$ cat src/rtl/fc_pkg.sv
package fc_pkg;
  typedef enum logic {FC_RESUMED = 1'b0, FC_PAUSED = 1'b1} fc_state_e;
  typedef enum logic {MSG_RESUME = 1'b0, MSG_PAUSE = 1'b1} fc_msg_e;
endpackage

$ cat src/rtl/fc_level_cmp.sv
module fc_level_cmp #(
  parameter int LVL_W = 8
) (
  input  logic [LVL_W-1:0] level,
  input  logic [LVL_W-1:0] thresh,
  output logic             above,
  output logic             below
);
  always_comb begin
    above = level > thresh;
    below = level < thresh;
  end
endmodule

$ cat src/rtl/fc_msg_seq.sv
module fc_msg_seq
  import fc_pkg::*;
(
  input  logic      clk,
  input  logic      rst_n,
  input  logic      enable,
  input  logic      double_mode,
  input  logic      above,
  input  logic      below,
  input  logic      ch_fire,
  output logic      busy,
  output fc_msg_e   kind,
  output logic      idx,
  output fc_state_e state
);
  logic pair_q;

  always_ff @(posedge clk) begin
    if (!rst_n) begin
      state  <= FC_RESUMED;
      busy   <= 1'b0;
      kind   <= MSG_RESUME;
      idx    <= 1'b0;
      pair_q <= 1'b0;
    end else begin
      if (busy) begin
        if (ch_fire) begin
          if (pair_q && !idx) begin
            idx <= 1'b1;
          end else begin
            busy <= 1'b0;
            idx  <= 1'b0;
          end
        end
      end else if (enable) begin
        if (state == FC_RESUMED && above) begin
          busy   <= 1'b1;
          kind   <= MSG_PAUSE;
          idx    <= 1'b0;
          pair_q <= double_mode;
          state  <= FC_PAUSED;
        end else if (state == FC_PAUSED && below) begin
          busy   <= 1'b1;
          kind   <= MSG_RESUME;
          idx    <= 1'b0;
          pair_q <= double_mode;
          state  <= FC_RESUMED;
        end
      end
      if (!enable) state <= FC_RESUMED;
    end
  end
endmodule

$ cat src/rtl/fc_char_pick.sv
module fc_char_pick
  import fc_pkg::*;
#(
  parameter int CHAR_W = 8,
  parameter int MIN_W  = 5
) (
  input  fc_msg_e           kind,
  input  logic              idx,
  input  logic [1:0]        word_len,
  input  logic [CHAR_W-1:0] pause1,
  input  logic [CHAR_W-1:0] pause2,
  input  logic [CHAR_W-1:0] resume1,
  input  logic [CHAR_W-1:0] resume2,
  output logic [CHAR_W-1:0] ch
);
  logic [CHAR_W-1:0] mask;
  logic [CHAR_W-1:0] raw;

  genvar b;
  generate
    for (b = 0; b < CHAR_W; b++) begin : g_mask
      if (b < MIN_W) begin : g_fixed
        assign mask[b] = 1'b1;
      end else begin : g_var
        assign mask[b] = (32'(word_len) > (b - MIN_W));
      end
    end
  endgenerate

  always_comb begin
    if (kind == MSG_PAUSE) raw = idx ? pause2 : pause1;
    else                   raw = idx ? resume2 : resume1;
    ch = raw & mask;
  end
endmodule

$ cat src/rtl/fc_tx_arb.sv
module fc_tx_arb #(
  parameter int CHAR_W = 8
) (
  input  logic              clk,
  input  logic              rst_n,
  input  logic              ctrl_req,
  input  logic [CHAR_W-1:0] ctrl_char,
  input  logic              tx_valid,
  input  logic [CHAR_W-1:0] tx_data,
  output logic              tx_ready,
  output logic              out_valid,
  output logic [CHAR_W-1:0] out_data,
  output logic              out_is_ctrl,
  input  logic              out_ready,
  output logic              ctrl_fire
);
  logic data_lock;
  logic sel_ctrl;

  always_comb begin
    sel_ctrl    = ctrl_req && !data_lock;
    out_valid   = sel_ctrl || tx_valid;
    out_data    = sel_ctrl ? ctrl_char : tx_data;
    out_is_ctrl = sel_ctrl;
    tx_ready    = out_ready && !sel_ctrl;
    ctrl_fire   = sel_ctrl && out_ready;
  end

  always_ff @(posedge clk) begin
    if (!rst_n)                                   data_lock <= 1'b0;
    else if (out_valid && !out_ready && !sel_ctrl) data_lock <= 1'b1;
    else if (out_ready)                           data_lock <= 1'b0;
  end
endmodule

$ cat src/rtl/fc_xonoff_gen.sv
module fc_xonoff_gen
  import fc_pkg::*;
#(
  parameter int LVL_W  = 8,
  parameter int CHAR_W = 8,
  parameter int MIN_W  = 5
) (
  input  logic              clk,
  input  logic              rst_n,
  input  logic              enable,
  input  logic              double_mode,
  input  logic [1:0]        word_len,
  input  logic [LVL_W-1:0]  rx_level,
  input  logic [LVL_W-1:0]  trigger,
  input  logic [CHAR_W-1:0] xoff_char1,
  input  logic [CHAR_W-1:0] xoff_char2,
  input  logic [CHAR_W-1:0] xon_char1,
  input  logic [CHAR_W-1:0] xon_char2,
  input  logic              tx_valid,
  input  logic [CHAR_W-1:0] tx_data,
  output logic              tx_ready,
  output logic              out_valid,
  output logic [CHAR_W-1:0] out_data,
  output logic              out_is_ctrl,
  input  logic              out_ready
);
  logic              lvl_above, lvl_below;
  logic              seq_busy, seq_idx, ctrl_fire;
  fc_msg_e           seq_kind;
  fc_state_e         seq_state;
  logic [CHAR_W-1:0] ctrl_char;

  fc_level_cmp #(.LVL_W(LVL_W)) u_cmp (
    .level(rx_level), .thresh(trigger), .above(lvl_above), .below(lvl_below)
  );

  fc_msg_seq u_seq (
    .clk(clk), .rst_n(rst_n), .enable(enable), .double_mode(double_mode),
    .above(lvl_above), .below(lvl_below), .ch_fire(ctrl_fire),
    .busy(seq_busy), .kind(seq_kind), .idx(seq_idx), .state(seq_state)
  );

  fc_char_pick #(.CHAR_W(CHAR_W), .MIN_W(MIN_W)) u_pick (
    .kind(seq_kind), .idx(seq_idx), .word_len(word_len),
    .pause1(xoff_char1), .pause2(xoff_char2),
    .resume1(xon_char1), .resume2(xon_char2), .ch(ctrl_char)
  );

  fc_tx_arb #(.CHAR_W(CHAR_W)) u_arb (
    .clk(clk), .rst_n(rst_n), .ctrl_req(seq_busy), .ctrl_char(ctrl_char),
    .tx_valid(tx_valid), .tx_data(tx_data), .tx_ready(tx_ready),
    .out_valid(out_valid), .out_data(out_data), .out_is_ctrl(out_is_ctrl),
    .out_ready(out_ready), .ctrl_fire(ctrl_fire)
  );
endmodule

$ cat config.mk
export PLATFORM = sky130hd
export DESIGN_NAME = fc_xonoff_gen
export DESIGN_NICKNAME = d
export VERILOG_FILES = /design/src/rtl/fc_pkg.sv /design/src/rtl/fc_level_cmp.sv /design/src/rtl/fc_msg_seq.sv /design/src/rtl/fc_char_pick.sv /design/src/rtl/fc_tx_arb.sv /design/src/rtl/fc_xonoff_gen.sv
export SDC_FILE = /design/constraint.sdc
export NUM_CORES = 1
export LEC_CHECK = 0
export BUFFER_PORTS_ARGS = -buffer_cell sky130_fd_sc_hd__buf_2
export CAP_MARGIN = 20
export CORE_MARGIN = 2
export CORE_UTILIZATION = 36
export CTS_BUF_LIST = sky130_fd_sc_hd__clkbuf_16
export CTS_CLUSTER_SIZE = 10
export DETAILED_ROUTE_END_ITERATION = 8
export PLACE_DENSITY = 0.8
export SKIP_CTS_REPAIR_TIMING = 1
export SLEW_MARGIN = 10
export SYNTH_ARGS = -nofsm -noshare
export SYNTH_HDL_FRONTEND = slang
export SYNTH_SLANG_ARGS = --single-unit
$ cat constraint.sdc
create_clock -name clk -period 2 [get_ports clk]
set_input_delay 0 -clock clk [delete_from_list [all_inputs] [get_ports clk]]
set_output_delay 0 -clock clk [all_outputs]
set_load 0.02 [all_outputs]
# Yosys cells after proc, flatten, opt, wreduce, memory -nomap -nowiden
# Index checks and enable logic that the tools add are counted.
dict set report classes {
  order_cmp 5
  n_eq_ne 1
  mux 20
  bitwise 3
  reduce_logical 21
}
# cell count
set ops {}
lappend ops {{$mux 8} 4}
lappend ops {{$mux 1} 16}
lappend ops {{$and 8x8->8} 1}
lappend ops {{$gt 8x8->1} 1}
lappend ops {{$logic_and 1x1->1} 8}
lappend ops {{$lt 8x8->1} 1}
lappend ops {{$reduce_and 3->1} 2}
lappend ops {{$reduce_bool 2->1} 3}
lappend ops {{$gt 2x1->1 const B} 2}
lappend ops {{$logic_not 1->1} 4}
lappend ops {{$reduce_and 2->1} 2}
lappend ops {{$reduce_bool 3->1} 1}
lappend ops {{$gt 2x2->1 const B} 1}
lappend ops {{$ne 2x2->1 const B} 1}
lappend ops {{$not 1->1} 2}
lappend ops {{$logic_or 1x1->1} 1}
dict set report totals {
  ff_bits 6
  inputBits 64
  output_inout_bits 11
  wordCells 56
}

# Depth between registers and ports, before layout
dict set report depth {
  ltp_word 6
  depth_mapped 8
  ltp_nobuf 8
}

# Cells and area by module
# Synthesis repeated with hierarchy kept, for this count alone.
dict set report hier_totals {
  cells_unflattened 85
  hier_area_um2 885.8
}
# module instances cells_each area_each_um2
set by_module_without_submodules {}
lappend by_module_without_submodules {fc_char_pick 1 13 237.7}
lappend by_module_without_submodules {fc_msg_seq 1 26 232.7}
lappend by_module_without_submodules {fc_level_cmp 1 29 211.5}
lappend by_module_without_submodules {fc_tx_arb 1 17 203.9}

# Worst setup path before layout
# Ideal clock, no wire load.
dict set report synth_timing {
  path_type {input to register}
  startpoint {input trigger[1]}
  endpoint {register u_seq.busy}
  setup_time_ps 115
  arrival_ps 1338
  setup_slack_ps 547
  path_stages 8
  path_buffers 0
  cell_sequence {inv_1 ha_1 nor2b_1 o211ai_2 a21oi_1 a211o_1 mux2i_4 o21a_1}
}
dict set report synth_via {
  elab_chain_len 6
  word_cells_on_any_way 8
  classes_between {order compare: 2; mux: 4; reduce/logical: 2}
}
# item line_no
set synth_rtl {}
lappend synth_rtl {{from (decl)} fc_xonoff_gen.sv:14} ;# input logic [LVL_W-1:0] trigger,
lappend synth_rtl {{$lt 8x8->1} fc_level_cmp.sv:11} ;# below = level < thresh;
lappend synth_rtl {{$logic_and 1x1->1} fc_msg_seq.sv:42} ;# end else if (state == FC_PAUSED && below) begin
lappend synth_rtl {{$mux 1} fc_msg_seq.sv:42}
lappend synth_rtl {{$mux 1 *} fc_msg_seq.sv:36} ;# if (state == FC_RESUMED && above) begin
lappend synth_rtl {{$mux 1 *} fc_msg_seq.sv:35} ;# end else if (enable) begin
lappend synth_rtl {{$mux 1 *} fc_msg_seq.sv:26} ;# if (busy) begin
lappend synth_rtl {{to (signal assigned)} fc_msg_seq.sv:31} ;# busy <= 1'b0;
lappend synth_rtl {{to (signal assigned)} fc_msg_seq.sv:37} ;# busy <= 1'b1;
lappend synth_rtl {{to (signal assigned)} fc_msg_seq.sv:43} ;# busy <= 1'b1;
lappend synth_rtl {{to (decl)} fc_msg_seq.sv:11} ;# output logic busy,
# Every way passes the cells marked *; elsewhere a longest branch is shown, timed or not.
# A chain may end at the register's enable or synchronous reset.

# Worst setup path after layout
dict set report layout_timing {
  startpoint {register u_seq.idx}
  endpoint {output out_data[5]}
}
dict set report layout_via {
  elab_chain_len 4
  word_cells_on_any_way 5
  classes_between {mux: 4; bitwise: 1}
}
# item line_no
set layout_rtl {}
lappend layout_rtl {{from (decl)} fc_msg_seq.sv:13} ;# output logic idx,
lappend layout_rtl {{from (signal assigned)} fc_msg_seq.sv:23} ;# idx <= 1'b0;
lappend layout_rtl {{from (signal assigned)} fc_msg_seq.sv:29} ;# idx <= 1'b1;
lappend layout_rtl {{from (signal assigned)} fc_msg_seq.sv:32} ;# idx <= 1'b0;
lappend layout_rtl {{$mux 8 (on tied branches)} {fc_char_pick.sv:32, fc_char_pick.sv:31}}
lappend layout_rtl {{$mux 8 *} fc_char_pick.sv:31} ;# if (kind == MSG_PAUSE) raw = idx ? pause2 : pause1;
lappend layout_rtl {{$and 8x8->8 *} fc_char_pick.sv:33} ;# ch = raw & mask;
lappend layout_rtl {{$mux 8 *} fc_tx_arb.sv:23} ;# out_data = sel_ctrl ? ctrl_char : tx_data;
lappend layout_rtl {{to (decl)} fc_xonoff_gen.sv:23} ;# output logic [CHAR_W-1:0] out_data,
# Marked as above.

==> out/summary.md <==
Setup path
* data arrival time of the critical path: 1770 ps
* slowest cell on the critical path: sky130_fd_sc_hd__dfxtp_1
* worst endpoint required time: 2000 ps
* CP top delay family: flip-flops
* launching element type of the critical path: register
* Worst Path Class, Setup: reg -> out
* largest fanout on the critical path: 10
* largest stage delay on the critical path: 650 ps
* number of buffer and inverter stages on the critical path: 1
* Critical Path Sink Type: output port
* cells traversed along the worst timing path: mux4_2 -> o21ai_0 -> o21ai_1 -> buf_2

Logic synthesis
* yosys warns: 0
* post-synthesis area per instance: 8.08 sq um
* Yosys reg bits: 6
* number of enable-type register cells in the synthesized netlist: 0
* most area-consuming cells after synthesis: sky130_fd_sc_hd__mux4_2 (23%), sky130_fd_sc_hd__dfxtp_1 (15%), sky130_fd_sc_hd__ha_1 (13%)
* sequential share of the synthesized area: 15.5%
* Yosys cell types: 27
* proportion of synthesized flip-flops having asynchronous set or reset: 0%
* Top FF cell, synth: sky130_fd_sc_hd__dfxtp_1
* synthesized netlist cell count: 96
* area share of the largest cell type after synthesis: 23.2%
* Commonest cells post-synth: sky130_fd_sc_hd__nand2_1 (23), sky130_fd_sc_hd__inv_1 (11), sky130_fd_sc_hd__ha_1 (8), sky130_fd_sc_hd__mux4_2 (8), sky130_fd_sc_hd__dfxtp_1 (6)
* number of nets in the synthesized netlist: 168
* post-synthesis cell area: 776 sq um
* cell accounting for the most synthesized area: sky130_fd_sc_hd__mux4_2
* most frequently used cell type in the post-synthesis netlist: sky130_fd_sc_hd__nand2_1

Die
* I/O pin count: 75
* horizontal die dimension: 50.4 microns
* full die area: 0.00254 sq mm
* FP Rows: 16
* core footprint: 0.00200 sq mm
* height of the chip: 50.4 microns
* initial standard-cell utilization of the core: 38.8%

Routing
* DR vias: 987
* number of vias per cell after detailed routing: 4.96
* post-detailed-route DRC marker count: 0
* detailed router's first-iteration violation count: 6
* number of detailed-routing iterations run before antenna repair: 4
* final antenna-violating net count: 0
* Total Wirelength: 2470 microns
* routed len/inst: 12.4 microns

GRT
* wire length of the first global-routing pass: 3860 microns
* pin count of the biggest net entering global routing: 14
* overflow left after global routing: 0
* global-route total usage across every layer: 19.8%
* number of antenna violations at the first check in global routing: 0
* via count of the first global-routing pass: 968

Pwr
* combinational share of power: 35.7%
* Power, Total: 0.728 mW
* Power Internal: 0.519 mW
* net switching power: 0.209 mW
* Peak VDD IR: 0.000726 V
* part of the total power dissipated in the clock network: 44.5%
* portion of total power attributed to sequential cells: 19.8%
* PwrDens: 578 mW/mm^2
* Switching Fraction: 28.7%
* leakage power summed over all cells: 0.685 nW

STA
* tightest slew margin relative to the limit: 63.7%
* final worst hold slack: 24.4 ps
* slew at the pin with the worst max-slew slack: 544 ps
* final setup slack of the worst path: 225 ps
* total setup violations reported at the end of the flow: 0
* minimum clock period: 1770 ps
* Final Cycle Share: 88.7%
* Sum Neg Setup Slack: 0 ps
* Achievable Freq: 0.563 GHz
* Worst Skew: 2.28 ps
* unrepaired setup endpoints after global routing: no
* final max-slew violation count: 0
* final-report hold violation count: 0

Placed design
* pre-CTS setup slack: 400 ps
* number of placed instances, taps included: 195
* Placed Instance Area: 0.00117 sq mm
* Final GP Congestion: 0.884
* IO Port Bufs: 74
* detailed placement HPWL: 2180 microns

Layout
* layout cells sized above 1: 51.2%
* count of antenna diodes in the layout: 0
* synthesis-to-finish area growth: 62.4%
* Layout fillers: 183
* Final Core Density: 62.9%
* final instance area: 0.00126 sq mm
* total number of nets in the final design: 246
* post-route non-filler standard cell count: 199

Clock network
* CTS max path bufs: 2
* Clk Tree Root Cell: sky130_fd_sc_hd__clkbuf_16
* TritonCTS clock tree: done
* total CTS buffers: 3
* CTS Sinks: 6
* latest clock arrival within the worst-skew pair: 230 ps
* clock transition at the registers of the reported paths: 30 ps
* CTS H-Tree Depth: 1

Run
* number of maximum-capacitance constraint violations: 0

Worst hold path
* classification of the worst-slack hold path: in -> reg

Outcome
* status: completed

## sequential cells by signal (all words and copies together) (netlist names)
signal	count
u_seq.idx	1
u_seq.state	1
u_seq.pair_q	1
u_seq.kind	1
u_arb.data_lock	1
u_seq.busy	1
## worst reg2reg max path: cells and delay by family, from the launching register on
family / cells / cell delay [ps]
flip-flops: 1 / 650
AND/OR/NAND/NOR: 1 / 140
AO/OA/AOI/OAI: 2 / 430
## layout make-up
cell class	count	area [sq um]	area share, %
tap	27	33.8	2.68
inverter	12	45.0	3.57
sequential	6	120	9.53
multi-input combinational	75	598	47.5
timing repair buffer	76	388	30.8
clock buffer	3	75.1	5.96
## path summary, 6_finish.rpt
check,depth (start not counted),from,slack [ps],to
worst min-delay path,3,double_mode,20,u_seq.pair_q
worst max-delay path,4,u_seq.idx,230,out_data[5]
worst max register to register,3,u_seq.idx,660,u_seq.busy
worst min register to register,2,u_seq.pair_q,460,u_seq.pair_q
## layout by cell type (no fill, tap or decap), drive strengths merged, types with 3 or more instances in the layout
master and instances:
a21oi 4, dfxtp 6, clkbuf 3, buf 75
o21ai 5, inv 11, mux4 8, ha 8
nand3 4, nand2 23, nor2 5
## power groups by stage
stage	logic (mW)	registers [mW]	clock network [mW]
floorplan	0.161	0.135	0
global placement	0.250	0.144	0
detailed placement	0.259	0.146	0
CTS	0.260	0.144	0.328
global route	0.288	0.145	0.336
finish	0.259	0.144	0.324
## layer usage
layer	share of wire [%]	routed length, microns	global-route usage [%]
met5	0	0	0
met4	3.2	80	10.4
met2	52	1280	36.2
met1	38	928	20.7
met3	7.3	180	5.06
## cells by family (layout without fill, tap and decap cells)
family / Yosys count / in the layout / synth area share, %
AO/OA/AOI/OAI: 17 / 17 / 14.5
adder cells (fa/ha/maj): 8 / 8 / 12.9
buffers and inverters: 15 / 91 / 7.42
flip-flops: 6 / 6 / 15.5
multiplexers: 10 / 10 / 27.4
AND/OR/NAND/NOR: 40 / 40 / 22.3
Note: power is estimated with default switching activity, not from simulation.
